$ cat src/rtl/afu_pkg.sv
`timescale 1ns/1ps
package afu_pkg;
    localparam int DATA_W    = 32;
    localparam int FLAG_W    = 16;
    localparam int NUM_SIZES = 3;
    localparam int ARITH_N   = 6;

    localparam int F_C = 0;
    localparam int F_A = 1;
    localparam int F_P = 2;
    localparam int F_Z = 3;
    localparam int F_S = 4;
    localparam int F_V = 5;

    typedef enum logic [2:0] {
        OP_ADD = 3'd0,
        OP_ADC = 3'd1,
        OP_SUB = 3'd2,
        OP_SBB = 3'd3,
        OP_CMP = 3'd4,
        OP_INC = 3'd5,
        OP_DEC = 3'd6,
        OP_RSV = 3'd7
    } op_e;

    typedef enum logic [1:0] {
        SZ_BYTE = 2'd0,
        SZ_HALF = 2'd1,
        SZ_WORD = 2'd2,
        SZ_ALT  = 2'd3
    } size_e;

    // packed so that c lands in bit 0 and v in bit 5
    typedef struct packed {
        logic v;
        logic s;
        logic z;
        logic p;
        logic a;
        logic c;
    } aflags_t;

    typedef struct packed {
        logic sub;      // subtract path
        logic use_cin;  // fold incoming carry/borrow
        logic one_b;    // replace B with constant 1
        logic keep_c;   // carry flag keeps its old value
        logic write;    // destination write
        logic update;   // arithmetic flags change
    } ctl_t;

    function automatic ctl_t decode_op(input op_e op);
        ctl_t d;
        d = '0;
        case (op)
            OP_ADD: begin d.write = 1'b1; d.update = 1'b1; end
            OP_ADC: begin d.use_cin = 1'b1; d.write = 1'b1; d.update = 1'b1; end
            OP_SUB: begin d.sub = 1'b1; d.write = 1'b1; d.update = 1'b1; end
            OP_SBB: begin d.sub = 1'b1; d.use_cin = 1'b1; d.write = 1'b1; d.update = 1'b1; end
            OP_CMP: begin d.sub = 1'b1; d.update = 1'b1; end
            OP_INC: begin d.one_b = 1'b1; d.keep_c = 1'b1; d.write = 1'b1; d.update = 1'b1; end
            OP_DEC: begin d.sub = 1'b1; d.one_b = 1'b1; d.keep_c = 1'b1; d.write = 1'b1; d.update = 1'b1; end
            default: d = '0;
        endcase
        return d;
    endfunction

    function automatic logic [1:0] size_index(input size_e sz);
        case (sz)
            SZ_BYTE: return 2'd0;
            SZ_HALF: return 2'd1;
            default: return 2'd2;
        endcase
    endfunction

    function automatic logic [DATA_W-1:0] width_mask(input size_e sz);
        logic [DATA_W-1:0] m;
        m = '0;
        for (int i = 0; i < NUM_SIZES; i++) begin
            if (size_index(sz) == 2'(i))
                m = DATA_W'((64'd1 << (8 << i)) - 64'd1);
        end
        return m;
    endfunction
endpackage

$ cat src/rtl/afu_operands.sv
`timescale 1ns/1ps
module afu_operands
    import afu_pkg::*;
(
    input  size_e             size_i,
    input  logic              one_b_i,
    input  logic [DATA_W-1:0] a_i,
    input  logic [DATA_W-1:0] b_i,
    output logic [DATA_W-1:0] mask_o,
    output logic [DATA_W-1:0] ma_o,
    output logic [DATA_W-1:0] mb_o
);
    always_comb begin
        mask_o = width_mask(size_i);
        ma_o   = a_i & mask_o;
        mb_o   = one_b_i ? DATA_W'(1) : (b_i & mask_o);
    end
endmodule

$ cat src/rtl/afu_adder.sv
`timescale 1ns/1ps
module afu_adder
    import afu_pkg::*;
(
    input  logic              sub_i,
    input  logic              cin_i,
    input  logic [DATA_W-1:0] a_i,
    input  logic [DATA_W-1:0] b_i,
    output logic [DATA_W:0]   ext_o
);
    localparam int EXT_W = DATA_W + 1;
    logic [EXT_W-1:0] xa, xb, xc;

    always_comb begin
        xa = {1'b0, a_i};
        xb = {1'b0, b_i};
        xc = EXT_W'(cin_i);
        // operands are width-masked, so bit W of the extended value is the
        // carry out on add and the borrow out on subtract
        ext_o = sub_i ? (xa - xb - xc) : (xa + xb + xc);
    end
endmodule

$ cat src/rtl/afu_flags.sv
`timescale 1ns/1ps
module afu_flags
    import afu_pkg::*;
(
    input  size_e             size_i,
    input  logic              sub_i,
    input  logic [DATA_W-1:0] mask_i,
    input  logic [DATA_W-1:0] ma_i,
    input  logic [DATA_W-1:0] mb_i,
    input  logic [DATA_W:0]   ext_i,
    output logic [DATA_W-1:0] res_o,
    output aflags_t           fl_o
);
    logic [NUM_SIZES-1:0] cy, sg, ov;
    logic [1:0]           sel;

    for (genvar gi = 0; gi < NUM_SIZES; gi++) begin : g_width
        localparam int W = 8 << gi;
        logic sa, sb;
        always_comb begin
            sa     = ma_i[W-1];
            sb     = mb_i[W-1];
            cy[gi] = ext_i[W];
            sg[gi] = ext_i[W-1];
            ov[gi] = sub_i ? ((sa != sb) && (sg[gi] != sa))
                           : ((sa == sb) && (sg[gi] != sa));
        end
    end

    always_comb begin
        sel     = size_index(size_i);
        res_o   = ext_i[DATA_W-1:0] & mask_i;
        fl_o.c  = cy[sel];
        fl_o.a  = ma_i[4] ^ mb_i[4] ^ ext_i[4];
        fl_o.p  = ~^res_o[7:0];
        fl_o.z  = (res_o == '0);
        fl_o.s  = sg[sel];
        fl_o.v  = ov[sel];
    end
endmodule

$ cat src/rtl/arith_flag_unit.sv
`timescale 1ns/1ps
module arith_flag_unit
    import afu_pkg::*;
(
    input  logic              clk,
    input  logic              rst,
    input  logic              in_valid,
    input  logic [2:0]        op_i,
    input  logic [1:0]        size_i,
    input  logic [DATA_W-1:0] opa_i,
    input  logic [DATA_W-1:0] opb_i,
    input  logic [FLAG_W-1:0] flags_i,
    output logic [DATA_W-1:0] result_o,
    output logic              wr_en_o,
    output logic [FLAG_W-1:0] flags_o
);
    ctl_t              ctl;
    size_e             sz;
    logic              cin;
    logic [DATA_W-1:0] mask, ma, mb, res;
    logic [DATA_W:0]   ext;
    aflags_t           fl;
    logic [FLAG_W-1:0] nflags;

    always_comb begin
        ctl = decode_op(op_e'(op_i));
        sz  = size_e'(size_i);
        cin = ctl.use_cin & flags_i[F_C];
    end

    afu_operands u_opr (
        .size_i (sz),
        .one_b_i(ctl.one_b),
        .a_i    (opa_i),
        .b_i    (opb_i),
        .mask_o (mask),
        .ma_o   (ma),
        .mb_o   (mb)
    );

    afu_adder u_add (
        .sub_i(ctl.sub),
        .cin_i(cin),
        .a_i  (ma),
        .b_i  (mb),
        .ext_o(ext)
    );

    afu_flags u_flg (
        .size_i(sz),
        .sub_i (ctl.sub),
        .mask_i(mask),
        .ma_i  (ma),
        .mb_i  (mb),
        .ext_i (ext),
        .res_o (res),
        .fl_o  (fl)
    );

    always_comb begin
        nflags = flags_i;
        if (ctl.update) begin
            nflags[ARITH_N-1:0] = fl;
            if (ctl.keep_c)
                nflags[F_C] = flags_i[F_C];
        end
    end

    always_ff @(posedge clk) begin
        if (rst) begin
            flags_o  <= '0;
            result_o <= '0;
            wr_en_o  <= 1'b0;
        end else if (in_valid) begin
            flags_o  <= nflags;
            result_o <= res;
            wr_en_o  <= ctl.write;
        end else begin
            wr_en_o  <= 1'b0;
        end
    end

    // compare never writes the destination
    p_cmp_nowrite_r8: assert property (@(posedge clk) disable iff (rst)
        (in_valid && op_i == 3'd4) |=> !wr_en_o);

    // reserved opcode writes nothing and leaves the flag word as given
    p_rsv_quiet_r12: assert property (@(posedge clk) disable iff (rst)
        (in_valid && op_i == 3'd7) |=> (!wr_en_o && flags_o == $past(flags_i)));

    // increment and decrement keep the carry
    p_incdec_carry_r7: assert property (@(posedge clk) disable iff (rst)
        (in_valid && (op_i == 3'd5 || op_i == 3'd6)) |=> (flags_o[F_C] == $past(flags_i[F_C])));

    // control bits copied through
    p_ctl_pass_r9: assert property (@(posedge clk) disable iff (rst)
        in_valid |=> (flags_o[FLAG_W-1:ARITH_N] == $past(flags_i[FLAG_W-1:ARITH_N])));

    // byte results carry no upper bits
    p_byte_upper_r5: assert property (@(posedge clk) disable iff (rst)
        (in_valid && size_i == 2'd0) |=> (result_o[DATA_W-1:8] == '0));

    // zero flag agrees with a written result
    p_zero_match_r5: assert property (@(posedge clk) disable iff (rst)
        wr_en_o |-> (flags_o[F_Z] == (result_o == '0)));

    // parity agrees with a written result
    p_parity_match_r6: assert property (@(posedge clk) disable iff (rst)
        wr_en_o |-> (flags_o[F_P] == ~^result_o[7:0]));

    // without a strobe nothing changes and nothing is written
    p_idle_hold_r10: assert property (@(posedge clk) disable iff (rst)
        !in_valid |=> ($stable(flags_o) && $stable(result_o) && !wr_en_o));
endmodule

$ cat config.mk
export PLATFORM = sky130hd
export DESIGN_NAME = arith_flag_unit
export DESIGN_NICKNAME = d
export VERILOG_FILES = /design/src/rtl/afu_pkg.sv /design/src/rtl/afu_operands.sv /design/src/rtl/afu_adder.sv /design/src/rtl/afu_flags.sv /design/src/rtl/arith_flag_unit.sv
export SDC_FILE = /design/constraint.sdc
export NUM_CORES = 1
export LEC_CHECK = 0
export CORE_MARGIN = 10
export CORE_UTILIZATION = 40
export CTS_CLUSTER_DIAMETER = 50
export DETAILED_ROUTE_END_ITERATION = 10
export PLACE_DENSITY_LB_ADDON = 0.15
export SYNTH_ARGS = -nofsm -noshare
export SYNTH_HDL_FRONTEND = slang
export SYNTH_HIERARCHICAL = 1
export SYNTH_SLANG_ARGS = --single-unit
$ cat constraint.sdc
create_clock -name clk -period 12.3 [get_ports clk]
set_input_delay 1.23 -clock clk [delete_from_list [all_inputs] [get_ports clk]]
set_output_delay 1.23 -clock clk [all_outputs]
set_load 0.1 [all_outputs]
==> summary.md <==
| Metric | Value |
|---|---|
| Die width | `157 µm` |
| RSZ-0062 raised after global routing | `no` |
| Largest net degree at the start of global routing | `64` |
| I/O Buffers | `136` |
| Synth async-reset ratio | `0` |
| Post-layout min period | `7530 ps` |
| Worst-case vdd ir drop | `56.7 µV` |
| Number of max-cap violations | `0` |
| TritonCTS buffer count | `5` |
| Worst setup EP type | `flip-flop` |
| Vias in the first global route | `6625` |
| Post-CTS sizing | `0` |
| Max Clock Skew | `0 ps` |
| Vias | `6933` |
| Worst skew pair latency | `290 ps` |
| YS warnings | `6` |
| Post-layout util | `0.494` |
| Synthesized area | `0.00745 mm²` |
| Remaining antenna violation count | `0` |
| Power density over the cells | `108 mW/mm²` |
| Most common cell on crit path | `or4_1` |
| Die area | `0.0245 mm²` |
| Initial Utilization | `0.411` |
| Most common cell after layout, fill and taps aside | `clkdlybuf4s50_1` |
| Final Slew Violations | `0` |
| CP Launch Type | `primary input` |
| TritonRoute pass-1 iters | `6` |
| Final wirelength | `21200 µm` |
| Rows | `49` |
| CTS Buffer Depth | `2` |
| Area growth syn-to-layout | `20.2%` |
| Per-cell routed wire length | `15.9 µm` |
| First DRT Iteration DRCs | `305` |
| Post-CTS setup buffers | `0` |
| Yosys reg bits | `49` |
| FMAX | `0.133 GHz` |
| Final Net Count | `1290` |
| Post-synth EDFFs | `0` |
| CTS Root Cell | `clkbuf_16` |
| Combinational Power Share | `0.627` |
| Worst path slowest cell | `a2111oi_0` |
| Endpoints failing hold | `0` |
| # diodes | `0` |
| Slew HR | `0.291` |
| Share of power burned in registers | `0.186` |
| Hpwl dp | `17500 µm` |
| Outcome | `finished clean` |
| Antenna violations before repair | `0` |
| CP max FO | `10` |
| Setup_tns | `0 ps` |
| Fin Hold WS | `485 ps` |
| Avg Synthesized Cell Area | `7.37 µm²` |
| CTS tree | `yes` |
| Total clock sinks | `49` |
| Synth Instances | `1012` |
| Cell Count Post-Placement | `1323` |
| Commonest cells after routing, fill and taps aside | `134 x clkdlybuf4s50_1, 120 x inv_1, 100 x nor2_1` |
| Placer Congestion | `0.872` |
| Critical Path AT | `7730 ps` |
| Clock power frac | `0.187` |
| P_sw | `0.000447 W` |
| CP top delay family | `compound AO/OA/AOI/OAI gates` |
| Clock-pin slew on the worst setup and hold paths | `70 ps` |
| CP max stage delay | `830 ps` |
| CP required | `12500 ps` |
| First-pass GRT wire length | `33800 µm` |
| Die height | `157 µm` |
| Worst setup path category | `primary input to flip-flop` |
| Yosys cell types | `76` |
| Post-route clock period utilization | `0.613` |
| Switching share of power | `0.462` |
| Core Region | `0.0181 mm²` |
| Power Internal | `0.000522 W` |
| Worst Path Buf+Inv | `2` |
| Drt drc | `0` |
| IO Count | `137` |
| Sequential-to-total area share from yosys stat | `0.132` |
| DR vias/cell | `5.21` |
| GR Overflow Total | `0` |
| Crit path cell chain | `clkdlybuf4s50_1 > xor2_1 > and2_1 > or2_2 > inv_1 > fa_1 > nand2b_1 > a2111oi_0 > o311ai_0 > o221ai_1 > o21a_1 > a21oi_1 > o21ai_0 > mux2i_1 > o211ai_1 > and2_4 > or4_1 > or4_1 > nor4_2 > nand2_1 > a311oi_1` |
| Total Routing Usage GR | `0.166` |
| Layout Cells excl Fill | `1331` |
| Layout cell share with drive strength beyond 1 | `0.0336` |
| Worst Tran Pin Value | `1060 ps` |
| Top_reg_cell synth | `dfxtp_1` |
| Static leakage | `4.04 nW` |
| Setup Viol. Count Final | `0` |
| Worst hold-check path type | `flip-flop to flip-flop` |
| Htree depth | `2` |
| Cts hold-fix bufs | `0` |
==> synth_stat cells (6+ instances only) <==
master | n | share of area
nor2b_1 | 24 | 0.020
nand2b_1 | 15 | 0.013
nor4_1 | 6 | 0.0050
o21ai_0 | 46 | 0.031
dfxtp_1 | 49 | 0.13
clkbuf_1 | 20 | 0.010
nor2_1 | 100 | 0.050
nor3_1 | 11 | 0.0074
a21o_1 | 15 | 0.015
xor2_1 | 15 | 0.018
xnor2_1 | 50 | 0.059
mux2i_1 | 60 | 0.081
a21oi_1 | 73 | 0.049
inv_1 | 120 | 0.060
a311oi_1 | 6 | 0.0070
and2_1 | 68 | 0.057
o21a_1 | 11 | 0.011
nand3_1 | 7 | 0.0047
o21bai_1 | 7 | 0.0070
nand2_1 | 57 | 0.029
nand4_1 | 10 | 0.0084
ha_1 | 97 | 0.16
buf_4 | 36 | 0.036
==> worst min-delay path, cell delays in order, from the launching register on <==
cell and delay [ps]:
dfxtp_1 310, nor2_1 80, a311oi_1 50
==> layer usage <==
metal  vias up  routed length, µm  GRT usage
li1       3574                  -          -
met1      3171              10400      0.225
met2       178               9390      0.273
met3        10               1170     0.0260
met4         0                164     0.0256
met5         -                  0          0
==> cell type report <==
cell class	instances	area (µm²)
clock buffers	5	125
clock inverters	3	68.8
fillers	1873	9190
inverters	121	455
multi-input cells	785	5670
flip-flops and latches	49	981
well taps	229	287
repair buffers	139	1370
==> logic make-up (layout without fill, tap and decap cells) <==
logic type                 Yosys count  count (layout)  synth area share
AOI/OAI and AO/OA                  215             215             0.188
xor gates and xnor gates            65              65            0.0764
adders and majority gates          101             101             0.174
buffers and inverters              185             268             0.113
DFF                                 49              49             0.132
muxes                               61              61            0.0821
other                                1               8          0.000503
and+or+nand+nor                    335             335             0.234
==> flip-flops by register name, summed over array words and instances, names as in the netlist <==
signal	cells
result_o	32
flags_o	16
wr_en_o	1
==> path summary, 6_finish.rpt <==
path / depth (start not counted) / startpoint / slack [ps] / end
worst min-delay path: 2 / flags_o[2] / 490 / flags_o[2]
worst max-delay path: 21 / op_i[0] / 4770 / flags_o[3]
worst max register to register: 2 / flags_o[2] / 11570 / flags_o[2]
worst min register to register: 2 / flags_o[2] / 490 / flags_o[2]
==> per-stage QoR <==
stage          total power [W]  worst slack [ps]  area (µm²)
2_1_floorplan         0.000646              6220        7480
3_3_place_gp          0.000785              4580        8760
3_5_place_dp          0.000787              4570        8760
4_1_cts               0.000972              4810        8960
5_1_grt                0.00104              4420        8960
6_report              0.000969              4770        8960
==> power by group through the flow <==
stage                     sequential (W)  clock (W)  combinational (W)
final                           0.000180   0.000182           0.000608
after global routing            0.000181   0.000191           0.000667
after floorplan                 0.000284          0           0.000362
after CTS                       0.000180   0.000186           0.000606
after detailed placement        0.000184          0           0.000603
after global placement          0.000183          0           0.000602
Power figures use the tool's default switching activity.
